==> src/rtl/pla_pkg.sv <==
package pla_pkg;
  // strobes from control to the plane storage
  typedef struct packed {
    logic load;   // commit one row
    logic clear;  // rewrite the whole personality
    logic fill;   // clear value: 1 connected, 0 blank
  } pla_strb_t;
endpackage

==> src/rtl/pla_ctrl.sv <==
module pla_ctrl
  import pla_pkg::*;
#(
  parameter int N_TERM = 5,
  parameter int TERM_W = 3
) (
  input  logic              clrReq,
  input  logic              clrMode,
  input  logic              wrEn,
  input  logic [TERM_W-1:0] wrTerm,
  output pla_strb_t         strb
);
  logic inRange;

  assign inRange = 32'(wrTerm) < 32'(N_TERM);

  always_comb begin
    strb.clear = clrReq;
    strb.fill  = clrMode;
    strb.load  = wrEn && !clrReq && inRange;
  end
endmodule

==> src/rtl/pla_store.sv <==
module pla_store
  import pla_pkg::*;
#(
  parameter int N_IN   = 3,
  parameter int N_TERM = 5,
  parameter int N_OUT  = 4,
  parameter int TERM_W = 3,
  localparam int ROW_W = 2 * N_IN
) (
  input  logic                              clk,
  input  logic                              rstN,
  input  pla_strb_t                         strb,
  input  logic [TERM_W-1:0]                 wrTerm,
  input  logic [ROW_W-1:0]                  wrAnd,
  input  logic [N_OUT-1:0]                  wrOr,
  input  logic [TERM_W-1:0]                 rdTerm,
  output logic [ROW_W-1:0]                  rdAnd,
  output logic [N_OUT-1:0]                  rdOr,
  output logic [N_TERM-1:0][ROW_W-1:0]      andPlane,
  output logic [N_TERM-1:0][N_OUT-1:0]      orPlane
);
  always_ff @(posedge clk or negedge rstN) begin
    if (!rstN) begin
      andPlane <= '1;
      orPlane  <= '1;
    end else if (strb.clear) begin
      andPlane <= strb.fill ? '1 : '0;
      orPlane  <= strb.fill ? '1 : '0;
    end else if (strb.load) begin
      for (int t = 0; t < N_TERM; t++) begin
        if (wrTerm == TERM_W'(t)) begin
          andPlane[t] <= wrAnd;
          orPlane[t]  <= wrOr;
        end
      end
    end
  end

  always_comb begin
    rdAnd = '0;
    rdOr  = '0;
    for (int t = 0; t < N_TERM; t++) begin
      if (rdTerm == TERM_W'(t)) begin
        rdAnd = andPlane[t];
        rdOr  = orPlane[t];
      end
    end
  end
endmodule

==> src/rtl/pla_eval.sv <==
module pla_eval #(
  parameter int N_IN   = 3,
  parameter int N_TERM = 5,
  parameter int N_OUT  = 4,
  localparam int ROW_W = 2 * N_IN
) (
  input  logic [N_IN-1:0]                   inVec,
  input  logic [N_TERM-1:0][ROW_W-1:0]      andPlane,
  input  logic [N_TERM-1:0][N_OUT-1:0]      orPlane,
  output logic [N_OUT-1:0]                  outVec
);
  logic [N_TERM-1:0] termHit;

  for (genvar t = 0; t < N_TERM; t++) begin : g_term
    always_comb begin
      termHit[t] = 1'b1;
      for (int i = 0; i < N_IN; i++) begin
        if (andPlane[t][2*i] && !inVec[i])  termHit[t] = 1'b0;
        if (andPlane[t][2*i+1] && inVec[i]) termHit[t] = 1'b0;
      end
    end
  end

  for (genvar j = 0; j < N_OUT; j++) begin : g_out
    logic [N_TERM-1:0] colMask;
    for (genvar t = 0; t < N_TERM; t++) begin : g_col
      assign colMask[t] = orPlane[t][j];
    end
    assign outVec[j] = |(termHit & colMask);
  end
endmodule

==> src/rtl/pla_core.sv <==
module pla_core
  import pla_pkg::*;
#(
  parameter int N_IN   = 3,
  parameter int N_TERM = 5,
  parameter int N_OUT  = 4,
  localparam int TERM_W = (N_TERM > 1) ? $clog2(N_TERM) : 1,
  localparam int ROW_W  = 2 * N_IN
) (
  input  logic              clk,
  input  logic              rstN,
  input  logic              clrReq,
  input  logic              clrMode,
  input  logic              wrEn,
  input  logic [TERM_W-1:0] wrTerm,
  input  logic [ROW_W-1:0]  wrAnd,
  input  logic [N_OUT-1:0]  wrOr,
  input  logic [TERM_W-1:0] rdTerm,
  output logic [ROW_W-1:0]  rdAnd,
  output logic [N_OUT-1:0]  rdOr,
  input  logic [N_IN-1:0]   inVec,
  output logic [N_OUT-1:0]  outVec
);
  pla_strb_t                         strb;
  logic [N_TERM-1:0][ROW_W-1:0]      andPlane;
  logic [N_TERM-1:0][N_OUT-1:0]      orPlane;

  pla_ctrl #(.N_TERM(N_TERM), .TERM_W(TERM_W)) ctrl_i (
    .clrReq(clrReq), .clrMode(clrMode), .wrEn(wrEn), .wrTerm(wrTerm), .strb(strb)
  );

  pla_store #(.N_IN(N_IN), .N_TERM(N_TERM), .N_OUT(N_OUT), .TERM_W(TERM_W)) store_i (
    .clk(clk), .rstN(rstN), .strb(strb), .wrTerm(wrTerm), .wrAnd(wrAnd), .wrOr(wrOr),
    .rdTerm(rdTerm), .rdAnd(rdAnd), .rdOr(rdOr), .andPlane(andPlane), .orPlane(orPlane)
  );

  pla_eval #(.N_IN(N_IN), .N_TERM(N_TERM), .N_OUT(N_OUT)) eval_i (
    .inVec(inVec), .andPlane(andPlane), .orPlane(orPlane), .outVec(outVec)
  );
endmodule

==> config.mk <==
export PLATFORM = sky130hd
export DESIGN_NAME = pla_core
export DESIGN_NICKNAME = d
export VERILOG_FILES = /design/src/rtl/pla_pkg.sv /design/src/rtl/pla_ctrl.sv /design/src/rtl/pla_store.sv /design/src/rtl/pla_eval.sv /design/src/rtl/pla_core.sv
export SDC_FILE = /design/constraint.sdc
export NUM_CORES = 1
export LEC_CHECK = 0
export BUFFER_PORTS_ARGS = -buffer_cell sky130_fd_sc_hd__buf_2
export CAP_MARGIN = 20
export CORE_MARGIN = 3
export CORE_UTILIZATION = 40
export CTS_CLUSTER_DIAMETER = 200
export DETAILED_ROUTE_END_ITERATION = 16
export PLACE_DENSITY = 0.73
export SYNTH_ARGS = -nofsm -noshare
export SYNTH_HDL_FRONTEND = slang
export SYNTH_HIERARCHICAL = 1
export SYNTH_SLANG_ARGS = --single-unit
==> constraint.sdc <==
create_clock -name clk -period 1.2 [get_ports clk]
set_clock_uncertainty 0.15 [all_clocks]
set_input_delay 0.12 -clock clk [delete_from_list [all_inputs] [get_ports clk]]
set_output_delay 0.12 -clock clk [all_outputs]
set_load 0.02 [all_outputs]
==> impl_metrics.py <==
metrics = {
    "hold_path": {
        "whs_endpoint": "store_i/orPlane[12]",
        "hold_class": "input port to register",
        "whs_path_depth": 4,
        "min_from": "wrOr[0]",
    },
    "final_layout": {
        "antenna_cells": 0,
        "fin_cells": 414,
        "area_growth_pct": 45.4,
        "finalNetCount": 341,
        "fin_area_um2": 4150,
        "fin_util_pct": 60.4,
        "drive_above_1_share_pct": 75.5,
    },
    "sta": {
        "setup_ws_ns": -0.667,
        "slew-limit-headroom_pct": 60.7,
        "tns_ns": -14.61,
        "post-route-min-period_ns": 1.87,
        "tightest_slew_ns": 0.583,
        "min_period_over_period_pct": 156,
        "maxSlewViolCount": 0,
        "holdWs_ns": 0.212,
        "rsz0062_at_grt": "yes",
        "fmax_ghz": 0.535,
        "finalHoldViolations": 0,
        "finalSetupViolations": 64,
    },
    "pwr": {
        "power.density_nw_per_um2": 1240,
        "power.total_mw": 5.16,
        "p_leak_nw": 1.85,
        "ir_worst_vdd_v": 0.000682,
    },
    "drt": {
        "wl_um": 7960,
        "drtPass1Iterations": 4,
        "wire_per_inst_um": 19.2,
        "via_per_inst": 5.35,
        "antenna_left": 0,
        "num_vias": 2213,
        "drt_iter0_drc": 179,
        "drcViolationCount": 0,
    },
    "floorplan": {
        "die_h_um": 90.5,
        "die_area_um2": 8190,
        "fp.dieW_um": 90.5,
        "io_pins": 38,
        "core_um2": 6870,
        "rows": 30,
        "initial_utilization_pct": 41.6,
    },
    "place": {
        "dp_cells": 398,
        "hpwl_um": 5420,
        "port_buffers": 37,
        "dpl-instance-area_um2": 3670,
        "post-place-ws_ns": -0.855,
        "globalplace.congestion": 0.873,
    },
    "synthesis": {
        "yosysTopAreaCell": "dfstp_2",
        "synth-edff-count": 0,
        "synth.distinct_cells": 28,
        "synth_top_area_share_pct": 46.0,
        "postSynthAreaPerCell_um2": 12.7,
        "netlist_instances": 225,
        "netlist_area_um2": 2860,
        "ys_warn_count": 6,
        "async_flop_share_pct": 100,
        "syn-num-nets": 249,
        "seq_area_frac_synth_pct": 46.0,
        "ys_top_cells_by_area": "dfstp_2, mux2_2, mux2i_1, mux2_1, a221o_1",
        "synth_seq_cells": 50,
        "ys.flop_type": "dfstp_2",
    },
    "critical_path": {
        "path_cells": "mux2i_2 > and3_4 > a22oi_2 > nand4_1 > buf_6",
        "criticalPathCategory": "register to primary output",
        "r2r_slack_ns": 0.19,
        "crit_family": "flip-flops",
        "critical_path.slowest_cell": "dfstp_2",
        "slowest_delay_ns": 0.56,
        "cp.required_ns": 0.93,
        "crit_path_end_kind": "primary output",
        "start_kind": "register",
        "worstPathMaxFanout": 4,
        "crit_buf_inv": 1,
        "reg2reg_from": "store_i/andPlane[10]",
        "critPathArrivalTime_ns": 1.60,
        "r2r-end": "store_i/andPlane[10]",
        "ff2ff_path_depth": 2,
    },
    "run_status": {
        "outcome": "finished with violations",
        "violations": "setup timing",
    },
    "grt": {
        "antenna_found_initial": 0,
        "grt-ovfl-total": 0,
        "first_global_vias": 2497,
        "grt_first_pass_wirelength_um": 13000,
        "grt_max_degree": 51,
        "track_usage_pct": 19.9,
    },
    "clocking": {
        "cts_buffer_depth": 2,
        "cts.sinks": 50,
        "clk_latency_ns": 0.30,
        "cts-htree-levels": 2,
        "cts_tree": "done",
        "path_clk_slew_ns": 0.09,
        "clk_root_buffer_cell": "clkbuf_8",
        "cts_buffers": 5,
    },
    "run": {
        "max_cap_violations": 0,
    },
}
==> cell usage after synthesis, types with 2 or more instances <==
| cell | number |
|---|---|
| inv_1 | 11 |
| dfstp_2 | 50 |
| buf_6 | 2 |
| nand2_1 | 7 |
| a22oi_1 | 4 |
| a221o_1 | 9 |
| buf_2 | 2 |
| o21ai_0 | 10 |
| a31oi_4 | 4 |
| mux2_2 | 50 |
| mux2_1 | 10 |
| and3_1 | 2 |
| mux2i_1 | 25 |
| nand4_1 | 12 |
| nor2_1 | 10 |
| buf_4 | 5 |
==> sequential cells by signal, indices dropped and copies added, names as in the netlist <==
register / cells
store_i/andPlane: 30
store_i/orPlane: 20
==> report_power, final <==
part | internal [mW] | switching (mW) | leakage, nW
Sequential | 2.07 | 0.172 | 0.525
Clock | 0.622 | 0.553 | 0.0514
Combinational | 0.982 | 0.762 | 1.27
==> worst max path at each step <==
stage                                end            startpoint  cells after the start  slack (ns)
global route                   outVec[3]   store_i/andPlane[7]                      5       -0.75
global placement      store_i/orPlane[7]             wrTerm[1]                      7       -0.77
detailed placement    store_i/orPlane[5]             wrTerm[1]                      7       -0.86
CTS                            outVec[2]  store_i/andPlane[10]                      5       -0.67
finish                         outVec[3]  store_i/andPlane[18]                      5       -0.67
floorplan           store_i/andPlane[10]             wrTerm[1]                      6       -0.31
==> logic make-up (layout without fill, tap and decap cells) <==
logic type / Yosys count / after routing / share of synthesized area [%]
AOI/OAI and AO/OA: 30 / 30 / 9.95
and+or+nand+nor: 37 / 37 / 7.27
muxes: 85 / 85 / 32.4
buffers and inverters: 23 / 116 / 4.34
DFF: 50 / 50 / 46.0
==> tightest hold or removal path: stages <==
cell and delay [ns]:
buf_2 0.10, inv_1 0.04, o21ai_1 0.12, mux2_2 0.28
==> what timing repair did <==
item,CTS,global route
pin swaps,9,10
hold buffers,1,0
cloned,1,1
setup endpoints to repair,54,64
hold endpoints to repair,50,0
setup buffers,6,3
resized for setup,60,19
==> layout by cell type, fill, tap and decap left out, drive strengths merged, types with 3 or more instances in the layout <==
cell type and count:
nand4 12, dfstp 50, clkbuf 8, buf 93, mux2 60, a22oi 4, mux2i 25, a221o 9
a31oi 4, o21ai 11, inv 12, nor2 11, and3 3, nand2 7
==> metal layers <==
layer,track usage (%),up-vias,wire length [um]
li1,-,1025,-
met1,25.0,1112,3350
met2,34.6,66,4110
met3,3.75,10,417
met4,5.87,0,78
met5,0,-,0
==> area by class of cell <==
class	instances	area (um^2)
fill	546	2720
sequential	50	1310
clock buffer	6	72.6
tap	96	120
multi-input combinational	152	1630
timing repair buffer	96	937
clock inverter	2	37.5
inverter	12	45.0
(Power assumes the default switching activity.)
